[src/rtl/tmr_pkg.sv]
package tmr_pkg;
  typedef enum logic [1:0] {
    MODE_OFF = 2'b00,
    MODE_BAD = 2'b01,
    MODE_TMR = 2'b10,
    MODE_PW  = 2'b11
  } tmr_mode_e;

  typedef enum logic {
    PW_WAIT = 1'b0,
    PW_CNT  = 1'b1
  } pw_state_e;

  localparam int CTL_IE   = 0;
  localparam int CTL_EDGE = 3;
  localparam int CTL_ON   = 4;
  localparam int CTL_MODE = 6;
endpackage

[src/rtl/tmr_regs.sv]
module tmr_regs #(
  parameter int CNT_W = 16,
  parameter int BUS_W = 8,
  localparam int NB = CNT_W / BUS_W,
  localparam int ADDR_W = $clog2(NB + 1)
) (
  input  logic              clk_i,
  input  logic              rst_ni,
  input  logic              wr_en_i,
  input  logic [ADDR_W-1:0] addr_i,
  input  logic [BUS_W-1:0]  wdata_i,
  input  logic              hw_clr_on_i,
  output logic [BUS_W-1:0]  ctrl_o,
  output logic [CNT_W-1:0]  preload_o,
  output logic [NB-1:0]     cnt_ld_o
);
  import tmr_pkg::*;

  localparam logic [ADDR_W-1:0] CTL_ADDR = ADDR_W'(NB);

  logic [BUS_W-1:0] ctrl_q;
  logic             ctl_wr;

  assign ctl_wr = wr_en_i && (addr_i == CTL_ADDR);

  always_ff @(posedge clk_i or negedge rst_ni) begin
    if (!rst_ni) begin
      ctrl_q <= '0;
    end else if (ctl_wr) begin
      ctrl_q <= wdata_i;
    end else if (hw_clr_on_i) begin
      ctrl_q[CTL_ON] <= 1'b0;
    end
  end

  for (genvar b = 0; b < NB; b++) begin : g_byte
    logic             sel;
    logic [BUS_W-1:0] byte_q;
    assign sel = wr_en_i && (addr_i == ADDR_W'(b));
    always_ff @(posedge clk_i or negedge rst_ni) begin
      if (!rst_ni)  byte_q <= '0;
      else if (sel) byte_q <= wdata_i;
    end
    assign preload_o[b*BUS_W +: BUS_W] = byte_q;
    // counter byte follows the write only while stopped
    assign cnt_ld_o[b] = sel && !ctrl_q[CTL_ON];
  end

  assign ctrl_o = ctrl_q;

  // only pulse-width completion may drop run without a write
  p_hw_clear_pw_only_r6: assert property (@(posedge clk_i) disable iff (!rst_ni)
    ($fell(ctrl_q[CTL_ON]) && !$past(ctl_wr)) |->
      ($past(ctrl_q[CTL_MODE +: 2]) == MODE_PW));
endmodule

[src/rtl/tmr_count.sv]
module tmr_count #(
  parameter int CNT_W = 16,
  parameter int BUS_W = 8,
  localparam int NB = CNT_W / BUS_W
) (
  input  logic             clk_i,
  input  logic             rst_ni,
  input  logic             run_i,
  input  logic [NB-1:0]    ld_i,
  input  logic [BUS_W-1:0] wdata_i,
  input  logic [CNT_W-1:0] preload_i,
  output logic [CNT_W-1:0] cnt_o,
  output logic             wrap_o
);
  logic [CNT_W-1:0] cnt_q, ld_val;

  assign wrap_o = run_i && (cnt_q == '1);

  always_comb begin
    ld_val = cnt_q;
    for (int b = 0; b < NB; b++) begin
      if (ld_i[b]) ld_val[b*BUS_W +: BUS_W] = wdata_i;
    end
  end

  always_ff @(posedge clk_i or negedge rst_ni) begin
    if (!rst_ni)      cnt_q <= '0;
    else if (wrap_o)  cnt_q <= preload_i;
    else if (run_i)   cnt_q <= cnt_q + 1'b1;
    else              cnt_q <= ld_val;
  end

  assign cnt_o = cnt_q;

  p_reload_on_wrap_r3: assert property (@(posedge clk_i) disable iff (!rst_ni)
    wrap_o |=> (cnt_q == $past(preload_i)));

  p_step_by_one_r2: assert property (@(posedge clk_i) disable iff (!rst_ni)
    (run_i && !wrap_o) |=> (cnt_q == $past(cnt_q) + 1'b1));

  p_hold_idle_r11: assert property (@(posedge clk_i) disable iff (!rst_ni)
    (!run_i && (ld_i == '0)) |=> $stable(cnt_q));
endmodule

[src/rtl/tmr_pw.sv]
module tmr_pw (
  input  logic clk_i,
  input  logic rst_ni,
  input  logic armed_i,
  input  logic edge_sel_i,
  input  logic meas_i,
  output logic count_o,
  output logic done_o
);
  import tmr_pkg::*;

  pw_state_e st_q;
  logic      prev_q;
  logic      at_level, edge_hit;

  assign at_level = (meas_i == edge_sel_i);
  assign edge_hit = at_level && (prev_q != edge_sel_i);

  always_ff @(posedge clk_i or negedge rst_ni) begin
    if (!rst_ni) prev_q <= 1'b0;
    else         prev_q <= meas_i;
  end

  always_ff @(posedge clk_i or negedge rst_ni) begin
    if (!rst_ni) begin
      st_q <= PW_WAIT;
    end else if (!armed_i) begin
      st_q <= PW_WAIT;
    end else begin
      case (st_q)
        PW_WAIT: if (edge_hit)  st_q <= PW_CNT;
        PW_CNT:  if (!at_level) st_q <= PW_WAIT;
        default: st_q <= PW_WAIT;
      endcase
    end
  end

  // the edge cycle itself is counted
  assign count_o = armed_i && (((st_q == PW_WAIT) && edge_hit) ||
                               ((st_q == PW_CNT) && at_level));
  assign done_o  = armed_i && (st_q == PW_CNT) && !at_level;

  p_start_on_edge_r7: assert property (@(posedge clk_i) disable iff (!rst_ni)
    ($past(st_q) == PW_WAIT && st_q == PW_CNT) |->
      ($past(meas_i) == $past(edge_sel_i) && $past(prev_q) != $past(edge_sel_i)));

  p_done_exclusive_r8: assert property (@(posedge clk_i) disable iff (!rst_ni)
    done_o |-> !count_o);
endmodule

[src/rtl/tmr_capture.sv]
module tmr_capture #(
  parameter int CNT_W = 16,
  parameter int BUS_W = 8,
  localparam int NB = CNT_W / BUS_W,
  localparam int ADDR_W = $clog2(NB + 1)
) (
  input  logic              clk_i,
  input  logic              rst_ni,
  input  logic              wr_en_i,
  input  logic              rd_en_i,
  input  logic [ADDR_W-1:0] addr_i,
  input  logic [BUS_W-1:0]  wdata_i,
  output logic [BUS_W-1:0]  rdata_o,
  input  logic              tick_i,
  input  logic              meas_i,
  output logic              irq_o,
  output logic              wake_o
);
  import tmr_pkg::*;

  localparam logic [ADDR_W-1:0] HI_ADDR  = ADDR_W'(NB - 1);
  localparam logic [ADDR_W-1:0] CTL_ADDR = ADDR_W'(NB);

  logic [BUS_W-1:0] ctrl;
  logic [CNT_W-1:0] preload, cnt;
  logic [NB-1:0]    cnt_ld;
  logic             pw_count, pw_done, wrap, run, tick_ok, on, armed, rd_hi;
  tmr_mode_e        mode;
  logic             irq_q, wake_q;

  assign on      = ctrl[CTL_ON];
  assign mode    = tmr_mode_e'(ctrl[CTL_MODE +: 2]);
  assign armed   = on && (mode == MODE_PW);
  assign rd_hi   = rd_en_i && (addr_i == HI_ADDR);
  assign tick_ok = tick_i && !rd_hi;

  always_comb begin
    unique case (mode)
      MODE_TMR: run = on && tick_ok;
      MODE_PW:  run = pw_count && tick_ok;
      default:  run = 1'b0;
    endcase
  end

  tmr_regs #(.CNT_W(CNT_W), .BUS_W(BUS_W)) u_regs (
    .clk_i       (clk_i),
    .rst_ni      (rst_ni),
    .wr_en_i     (wr_en_i),
    .addr_i      (addr_i),
    .wdata_i     (wdata_i),
    .hw_clr_on_i (pw_done),
    .ctrl_o      (ctrl),
    .preload_o   (preload),
    .cnt_ld_o    (cnt_ld)
  );

  tmr_pw u_pw (
    .clk_i      (clk_i),
    .rst_ni     (rst_ni),
    .armed_i    (armed),
    .edge_sel_i (ctrl[CTL_EDGE]),
    .meas_i     (meas_i),
    .count_o    (pw_count),
    .done_o     (pw_done)
  );

  tmr_count #(.CNT_W(CNT_W), .BUS_W(BUS_W)) u_cnt (
    .clk_i     (clk_i),
    .rst_ni    (rst_ni),
    .run_i     (run),
    .ld_i      (cnt_ld),
    .wdata_i   (wdata_i),
    .preload_i (preload),
    .cnt_o     (cnt),
    .wrap_o    (wrap)
  );

  always_ff @(posedge clk_i or negedge rst_ni) begin
    if (!rst_ni) begin
      irq_q  <= 1'b0;
      wake_q <= 1'b0;
    end else begin
      irq_q  <= wrap && ctrl[CTL_IE];
      wake_q <= wrap;
    end
  end

  assign irq_o  = irq_q;
  assign wake_o = wake_q;

  always_comb begin
    rdata_o = '0;
    if (rd_en_i) begin
      if (addr_i == CTL_ADDR)   rdata_o = ctrl;
      else if (addr_i < CTL_ADDR) begin
        for (int b = 0; b < NB; b++)
          if (addr_i == ADDR_W'(b)) rdata_o = cnt[b*BUS_W +: BUS_W];
      end
    end
  end

  p_irq_implies_wake_r4: assert property (@(posedge clk_i) disable iff (!rst_ni)
    irq_o |-> wake_o);

  p_invalid_mode_holds_r11: assert property (@(posedge clk_i) disable iff (!rst_ni)
    ((mode == MODE_OFF || mode == MODE_BAD) && !wr_en_i) |=> $stable(cnt));

  p_read_blocks_tick_r10: assert property (@(posedge clk_i) disable iff (!rst_ni)
    (rd_hi && !wr_en_i) |=> $stable(cnt));

  p_irq_needs_ie_r4: assert property (@(posedge clk_i) disable iff (!rst_ni)
    (wrap && !ctrl[CTL_IE]) |=> !irq_o);
endmodule

[config.mk]
export PLATFORM = sky130hd
export DESIGN_NAME = tmr_capture
export DESIGN_NICKNAME = d
export VERILOG_FILES = /design/src/rtl/tmr_pkg.sv /design/src/rtl/tmr_regs.sv /design/src/rtl/tmr_count.sv /design/src/rtl/tmr_pw.sv /design/src/rtl/tmr_capture.sv
export SDC_FILE = /design/constraint.sdc
export NUM_CORES = 1
export LEC_CHECK = 0
export BUFFER_PORTS_ARGS = -buffer_cell sky130_fd_sc_hd__buf_2
export CORE_MARGIN = 5
export CORE_UTILIZATION = 58
export CTS_CLUSTER_DIAMETER = 80
export DETAILED_ROUTE_END_ITERATION = 12
export HOLD_SLACK_MARGIN = 0.12
export PLACE_DENSITY_LB_ADDON = 0.05
export SYNTH_ARGS = -nofsm -noshare
export SYNTH_HDL_FRONTEND = slang
export SYNTH_SLANG_ARGS = --single-unit
export TNS_END_PERCENT = 100
[constraint.sdc]
create_clock -name clk_i -period 2.05 [get_ports clk_i]
set_clock_uncertainty 0.15 [all_clocks]
set_input_delay 0 -clock clk_i [delete_from_list [all_inputs] [get_ports clk_i]]
set_output_delay 0 -clock clk_i [all_outputs]
set_load 0.1 [all_outputs]
==> flow_metrics.tcl, run 1 <==
set metrics [dict create \
    antenna_found_initial 0 \
    grt_pass1_wl_mm 10.81 \
    worst_slew_pin_slew_ns 0.4856 \
    synth_area_leaders "dfrtp_1 (44%), mux2_2 (9.9%), nand2_1 (4.5%)" \
    ir_worst_vdd_mv 0.7021 \
    nFillCells 338 \
    grt_max_degree 23 \
    ys_types 51 \
    first_global_vias 2112 \
    utilization_pct 71.10 \
    initial_core_util_pct 58.83 \
    multiInputGateArea_mm2 0.001321 \
    overflow 0 \
    critPathArrivalTime_ns 1.96 \
    ys_ff_latch 44 \
    synth_top_family_by_area "simple AND/OR/NAND/NOR gates" \
    area_delta_synth_final_pct 20.85 \
    yosysTopAreaCell "dfrtp_1" \
    core_mm2 0.004264 \
    power.leakage_nw 1.351 \
    finalCriticalPeriod_ns 1.910 \
    drtAntennaViolNets 0 \
    grt.total_usage_pct 25.17 \
    synth_nets 267 \
    synthXorXnorAreaFrac_pct 3.142 \
    antenna_cells 0 \
    die_h_um 75.77 \
    rows 24 \
    synth.area.mux_share_pct 13.07 \
    io_pins 26 \
    cap_violations 0 \
    async_flop_share_pct 100.0 \
    cts_buffer_depth 2 \
    vias 2131 \
    period_share_pct 93.18 \
    synthFlopType "dfrtp_1" \
    synthCells 250 \
    critPathMaxFanout 13 \
    synth_warnings 0 \
    cp-end-kind "flip-flop" \
    num-nets-final 323 \
    place_ws_ns 0.2098 \
    synth-edff-count 0 \
    yosys.area_share.simple_pct 20.70 \
    worstSetupStartpointType "flip-flop" \
    avgSynthCellArea_um2 10.03 \
    drive_gt1_share_pct 31.27 \
    die_w_um 75.77 \
    wirelength_mm 6.401 \
    dpl_cell_area_mm2 0.002803 \
    total_power_w 0.003072 \
    p_per_area_mw_per_mm2 1013 \
    yosysMostFrequentCell "dfrtp_1" \
    critical_path_class "reg -> reg" \
    place.gp.congestion 0.8839 \
    final_area_mm2 0.003032 \
    cp.required_ns 2.10 \
    cts-root-buf "clkbuf_8" \
    clock-sinks 44 \
    synth_compound_area_share_pct 15.01 \
    port_buffers 25 \
    drcViolationCount 0 \
    cts_tree "yes" \
    setup_tns_ns 0 \
    finalHoldViolations 0 \
    worstHoldPathType "in -> reg" \
    worst_skew_pair.late_latency_ns 0.30 \
    max_slew_margin_pct 67.51 \
    finalSetupViolCount 0 \
    drv_slew 0 \
    layout_setup_ws_ns 0.1398 \
    ys_seq_area_share_pct 43.89 \
    seq_area_mm2 0.001101 \
    viasPerCell 5.936 \
    clkTransAtPathRegs_ns 0.08 \
    hpwlAfterDp_mm 4.736 \
    drt-wirelength-per-cell_um 17.83 \
    first_iter_violations 226 \
    synth_top_area_share_pct 43.89 \
    timing.fmax_mhz 523.5 \
    cts_setup_buffers 0 \
    cts_max_level 2 \
    synth_commonest_cells "dfrtp_1 (44), nand2_1 (30), mux2_2 (22)" \
    die-area_mm2 0.005740 \
    first_pass_iters 5 \
    cts_made_buffers 5 \
    syn_area_mm2 0.002509 \
    status "completed" \
    synthAdderAreaFrac_pct 0.4988 \
    rsz0062_at_grt "false" \
]
area by class of cell:
type / instances / share of cell area, %
Multi-Input combinational cell: 191 / 43.58
Clock buffer: 6 / 2.724
Tap cell: 52 / 2.146
Sequential cell: 44 / 36.32
Inverter: 3 / 0.3714
Clock inverter: 2 / 0.3302
Timing Repair Buffer: 61 / 14.53
final timing paths:
kind                                            start                         end  slack [ns]  depth (start not counted)
max in group asynchronous                      rst_ni            u_regs.ctrl_o[0]        0.54                          4
max reg2reg                            u_cnt.cnt_o[0]              u_cnt.cnt_o[5]        0.14                          6
min                                            tick_i                      wake_o        0.18                          6
min reg2reg                u_regs.g_byte[0].byte_q[1]  u_regs.g_byte[0].byte_q[1]        0.36                          1
max                                    u_cnt.cnt_o[0]              u_cnt.cnt_o[5]        0.14                          6
min in group asynchronous                      rst_ni  u_regs.g_byte[1].byte_q[2]        0.59                          4
metal layers:
metal / vias up / GRT usage [%] / share of wire [%]
li1: 1021 / - / -
met1: 1000 / 37.90 / 47
met2: 97 / 37.07 / 44
met3: 13 / 4.222 / 7.4
met4: 0 / 7.573 / 2.0
met5: - / 0 / 0
state kept, by name, summed over array words and instances, names as in the netlist:
| signal | flops |
|---|---|
| irq_o | 1 |
| u_pw.st_q | 1 |
| u_regs.ctrl_o | 8 |
| u_pw.prev_q | 1 |
| u_cnt.cnt_o | 16 |
| wake_o | 1 |
| u_regs.g_byte.byte_q | 16 |
worst max-delay path, cell delays in order (launching register included):
cell     delay, ns
dfrtp_1       0.36
ha_1          0.20
nand3_1       0.18
nor2_2        0.25
and2_4        0.30
a21oi_1       0.10
o32ai_1       0.27
power by group:
part / internal [W] / switching (W) / total (W) / leakage (nW)
Sequential: 0.00108 / 0.000211 / 0.00129 / 0.522
Combinational: 0.000524 / 0.000683 / 0.00121 / 0.779
Clock: 0.000269 / 0.000303 / 0.000572 / 0.0510
Total: 0.00188 / 0.00120 / 0.00307 / 1.35
through the flow:
stage	instances	hold WS (ns)
floorplan	250	-0.4456
global placement	338	-0.3217
detailed placement	338	-0.3195
CTS	359	0.1600
global route	359	0.2221
finish	359	0.1824
timing repair:
action,in CTS,in global routing
endpoints found under the hold margin,86,0
setup endpoints to repair,0,1
hold buffers,13,0
gates resized for setup,0,2
kinds of logic (layout without fill, tap and decap cells):
family	count (synthesis)	count (layout)
buffers and inverters	15	72
XOR/XNOR	9	9
AND/OR/NAND/NOR	98	98
multiplexers	30	30
flip-flops	44	44
AO/OA/AOI/OAI	53	53
adder cells (fa/ha/maj)	1	1
cells in the final DEF, fill, tap and decap left out, types with 9 or more instances in the layout:
cell type,instances
dfrtp_1,44
nand2_1,30
buf_2,25
mux2_2,22
buf_4,22
nor2_1,14
dlygate4sd3_1,13
nand3_1,12
o21ai_0,11
nor3_1,9
Note: power is estimated with default switching activity, not from simulation.
==> run 2, diff against run 1 <==
--- a/config.mk
+++ b/config.mk
@@ -7,7 +7,7 @@
 export LEC_CHECK = 0
 export BUFFER_PORTS_ARGS = -buffer_cell sky130_fd_sc_hd__buf_2
 export CORE_MARGIN = 5
-export CORE_UTILIZATION = 58
+export CORE_UTILIZATION = 63
 export CTS_CLUSTER_DIAMETER = 80
 export DETAILED_ROUTE_END_ITERATION = 12
 export HOLD_SLACK_MARGIN = 0.12
==> constraint.sdc (replaced) <==
create_clock -name clk_i -period 2.35 [get_ports clk_i]
set_clock_uncertainty 0.15 [all_clocks]
set_input_delay 0 -clock clk_i [delete_from_list [all_inputs] [get_ports clk_i]]
set_output_delay 0 -clock clk_i [all_outputs]
set_load 0.1 [all_outputs]
==> flow_metrics.tcl, run 2 (synthesis results as in run 1) <==
set metrics [dict create \
    first_global_vias 2009 \
    finalHoldViolations 0 \
    worstSetupStartpointType "input port" \
    io_pins 26 \
    critPathMaxFanout 11 \
    grt.total_usage_pct 25.46 \
    power.leakage_nw 1.249 \
    min_path_cells 5 \
    core_mm2 0.003943 \
    critPathArrivalTime_ns 2.14 \
    cts-root-buf "clkbuf_8" \
    num-nets-final 305 \
    place.gp.congestion 0.9190 \
    status "completed" \
    final_cell_mix "dfrtp_1 (44), nand2_1 (30), buf_2 (25)" \
    p_int_w 0.001513 \
    rr_worst_depth 6 \
    cts_max_level 2 \
    cap_violations 0 \
    die_h_um 73.11 \
    clock-sinks 44 \
    wirelength_mm 6.219 \
    die-area_mm2 0.005344 \
    antenna_cells 0 \
    cp-end-kind "flip-flop" \
    net-switching-power_w 0.0009936 \
    grt_pass1_wl_mm 10.29 \
    die_w_um 73.11 \
    drtAntennaViolNets 0 \
    utilization_pct 72.80 \
    drt-wirelength-per-cell_um 18.40 \
    multiInputGateArea_mm2 0.001315 \
    gr-usage-met1_pct 37.46 \
    finalCriticalPeriod_ns 2.089 \
    layout_commonest_cell "dfrtp_1" \
    grt_util_met2_pct 38.63 \
    p_per_area_mw_per_mm2 873.2 \
    finalSetupViolCount 0 \
    cts_made_buffers 5 \
    seq_power_share_pct 48.4 \
    rsz0062_at_grt "false" \
    clockPowerShare_pct 17.6 \
    overflow 0 \
    grt_max_degree 45 \
    first_pass_iters 4 \
    timing.fmax_mhz 478.7 \
    hpwlAfterDp_mm 4.422 \
    seq_area_mm2 0.001101 \
    drive_gt1_share_pct 26.39 \
    cts_setup_buffers 0 \
    grt_util_met3_pct 4.545 \
    drv_slew 0 \
    antenna_found_initial 0 \
    clkTransAtPathRegs_ns 0.08 \
    top_usage_layer "met2" \
    port_buffers 25 \
    area_delta_synth_final_pct 14.41 \
    worst_skew_pair.late_latency_ns 0.29 \
    first_iter_violations 163 \
    viasPerCell 6.189 \
    rows 23 \
    finalNonFillerCells 338 \
    period_share_pct 88.89 \
    swShare_pct 39.65 \
    max_slew_margin_pct 35.85 \
    cp.required_ns 2.40 \
    place_inst 319 \
    combPwrFrac_pct 34.0 \
    initial_core_util_pct 63.63 \
    worst_slew_pin_slew_ns 0.9622 \
    cts_tree "yes" \
    worstHoldPathType "in -> reg" \
    critical_path_class "in -> reg" \
    nFillCells 292 \
    setup_tns_ns 0 \
    ir_worst_vdd_mv 0.6098 \
    vias 2092 \
    drcViolationCount 0 \
    holdWs_ns 0.2106 \
    cts_buffer_depth 2 \
]
## run 2: cell types whose count changed in the layout (fill, tap and decap cells not counted), sizes merged
cell	before	now
dlygate4sd3	13	12
clkinv	2	1
buf	48	31
## run 2: metal layers
metal	wire length, µm	up-vias
met3	438	13
met1	2838	1010
li1	-	985
met4	97	0
met2	2845	84
met5	0	-
## run 2: worst paths after layout
kind / startpoint / endpoint / slack, ns
max in group asynchronous: rst_ni / u_regs.g_byte[1].byte_q[6] / 1.20
min: tick_i / u_cnt.cnt_o[1] / 0.21
min in group asynchronous: rst_ni / u_regs.g_byte[1].byte_q[2] / 0.25
min reg2reg: u_regs.g_byte[1].byte_q[5] / u_regs.g_byte[1].byte_q[5] / 0.36
max: addr_i[0] / u_cnt.cnt_o[10] / 0.26
max reg2reg: u_cnt.cnt_o[0] / u_cnt.cnt_o[5] / 0.28
## run 2: final cells by class
cell class,count,area share [%]
clock buffer,6,2.528
tap,50,2.180
multi-input combinational,191,45.82
inverter,3,0.3923
clock inverter,1,0.1744
timing repair buffer,43,10.55
sequential,44,38.36
## run 2: timing repair
action,in CTS,in global routing
endpoints found under the hold margin,85,0
hold buffers,12,0
resized for setup,0,0
## run 2: power by group through the flow
stage	sequential, W	combinational, W	clock [W]
final	0.00121	0.000853	0.000441
after global routing	0.00124	0.000933	0.000487
after global placement	0.00121	0.000818	0
after detailed placement	0.00122	0.000832	0
after CTS	0.00120	0.000852	0.000447
after floorplan	0.00113	0.000682	0
## run 2: worst max-delay path: stages
cell	delay, ns
dlygate4sd3_1	0.52
buf_2	0.21
nor2b_1	0.19
buf_4	0.19
nand2_1	0.20
nor2_1	0.48
nor3_1	0.09
o31ai_1	0.26
## run 2: metrics by stage
step / worst slack (ns) / power (W) / instance area, µm²
6_report: 0.2612 / 0.002506 / 2870
5_1_grt: 0.09999 / 0.002659 / 2870
4_1_cts: 0.2947 / 0.002502 / 2870
3_5_place_dp: 0.3295 / 0.002050 / 2673
3_3_place_gp: 0.4336 / 0.002031 / 2673
2_1_floorplan: 0.5653 / 0.001817 / 2509
==> run 3, diff against run 2 <==
--- a/config.mk
+++ b/config.mk
@@ -5,7 +5,7 @@
 export SDC_FILE = /design/constraint.sdc
 export NUM_CORES = 1
 export LEC_CHECK = 0
-export BUFFER_PORTS_ARGS = -buffer_cell sky130_fd_sc_hd__buf_2
+export BUFFER_PORTS_ARGS = -buffer_cell sky130_fd_sc_hd__buf_4
 export CORE_MARGIN = 5
 export CORE_UTILIZATION = 63
 export CTS_CLUSTER_DIAMETER = 80
==> flow_metrics.tcl, run 3 (synthesis results as in run 1) <==
set metrics [dict create \
    status "completed" \
    critical_path_class "reg -> reg" \
    cts_tree "yes" \
    finalHoldViolations 0 \
    area_delta_synth_final_pct 19.75 \
    cts_buffer_depth 2 \
    cp-end-kind "flip-flop" \
    clkTransAtPathRegs_ns 0.08 \
    final_cell_mix "dfrtp_1 (44), buf_4 (33), nand2_1 (30)" \
    period_share_pct 88.00 \
    clock-sinks 44 \
    path_cells "ha_1, nand3_1, nor2_2, and2_4, a21oi_1, o32ai_1" \
    critPathMaxFanout 13 \
    p_per_area_mw_per_mm2 909.5 \
    rsz0062_at_grt "false" \
    place.gp.congestion 0.9371 \
    crit_slowest_cell "dfrtp_1" \
    worstHoldPathType "in -> reg" \
    grt.total_usage_pct 25.38 \
    initial_core_util_pct 63.63 \
    cap_violations 0 \
    timing.fmax_mhz 483.5 \
    io_pins 26 \
    core_mm2 0.003943 \
    viasPerCell 6.239 \
    overflow 0 \
    rows 23 \
    cpPeakStageDelay_ns 0.46 \
    first_iter_violations 147 \
    seq_area_mm2 0.001101 \
    die_h_um 73.11 \
    power.leakage_nw 1.303 \
    grt_pass1_wl_mm 10.42 \
    antenna_found_initial 0 \
    cts_made_buffers 5 \
    first_global_vias 2078 \
    setup_tns_ns 0 \
    drtAntennaViolNets 0 \
    num-nets-final 309 \
    worst_skew_pair.late_latency_ns 0.30 \
    first_pass_iters 6 \
    layout_commonest_cell "dfrtp_1" \
    cts_max_level 2 \
    multiInputGateArea_mm2 0.001315 \
    die_w_um 73.11 \
    critPathArrivalTime_ns 2.11 \
    worstSetupStartpointType "flip-flop" \
    finalSetupViolCount 0 \
    grt_max_degree 45 \
    path_buf_inv 0 \
    wirelength_mm 6.237 \
    drv_slew 0 \
    drive_gt1_share_pct 27.30 \
    port_buffers 25 \
    cp.required_ns 2.39 \
    vias 2140 \
    crit_family "simple AND/OR/NAND/NOR gates" \
    die-area_mm2 0.005344 \
    worst_slew_pin_slew_ns 0.5476 \
    ir_worst_vdd_mv 0.6904 \
    hpwlAfterDp_mm 4.401 \
    max_slew_margin_pct 63.49 \
    drcViolationCount 0 \
    nFillCells 273 \
    place_ws_ns 0.2683 \
    cts_setup_buffers 0 \
    antenna_cells 0 \
    cts-root-buf "clkbuf_8" \
    finalCriticalPeriod_ns 2.068 \
    drt-wirelength-per-cell_um 18.18 \
    layout_setup_ws_ns 0.2819 \
]
## run 3: cell count changes in the layout (fill, tap and decap cells not counted)
| cell | change |
|---|---|
| clkbuf_8 | +2 |
| dlygate4sd3_1 | +2 |
| buf_2 | -25 |
| bufinv_16 | +1 |
| clkinv_2 | -1 |
| clkbuf_1 | -1 |
| buf_4 | +28 |
| buf_12 | -1 |
## run 3: metal layers
layer  global-route usage [%]  part of all wire, %
met4                    7.787                  1.3
met3                    4.408                  7.8
met5                        0                    0
met1                    34.84                   44
met2                    40.91                   47
## run 3: worst reg2reg max path: stages, from the launching register on
cell     delay [ns]
dfrtp_1        0.46
ha_1           0.24
nand3_1        0.17
nor2_2         0.28
and2_4         0.30
a21oi_1        0.09
o32ai_1        0.28
## run 3: layout make-up
class / count / area share (%)
Timing Repair Buffer: 47 / 12.91
Tap cell: 50 / 2.082
Multi-Input combinational cell: 191 / 43.77
Inverter: 3 / 0.3748
Sequential cell: 44 / 36.65
Clock inverter: 1 / 0.9996
Clock buffer: 7 / 3.207
## run 3: path summary, 6_finish.rpt
check	cells after the start	end	startpoint	slack [ns]
worst max-delay path	6	u_cnt.cnt_o[7]	u_cnt.cnt_o[0]	0.28
worst min-delay path	6	u_cnt.cnt_o[11]	rd_en_i	0.22
worst max register to register	6	u_cnt.cnt_o[7]	u_cnt.cnt_o[0]	0.28
worst min register to register	1	u_regs.g_byte[1].byte_q[5]	u_regs.g_byte[1].byte_q[5]	0.36
max in group asynchronous	3	u_regs.g_byte[1].byte_q[7]	rst_ni	1.05
min in group asynchronous	3	u_regs.g_byte[0].byte_q[2]	rst_ni	0.63
## run 3: through the flow
stage,area (µm²),power (W),std cells,utilization (%),hold slack [ns]
5_1_grt,3004,0.002880,343,76.20,0.2306
3_3_place_gp,2738,0.002064,321,69.44,-0.1254
4_1_cts,3004,0.002734,343,76.20,0.2087
6_report,3004,0.002732,343,76.20,0.2191
3_5_place_dp,2738,0.002088,321,69.44,-0.1217
2_1_floorplan,2509,0.001817,250,-,-0.4456
## run 3: what timing repair did
item                                   4_1_cts  5_1_grt
resized for setup                            0        0
endpoints found under the hold margin       86        0
hold buffers                                14        0
setup endpoints to repair                    0        0
## run 3: where the power goes
part           internal (W)  leakage (nW)  switching, W
clock              0.000375        0.0645      0.000246
sequential         0.000944         0.522      0.000263
combinational      0.000399         0.716      0.000506
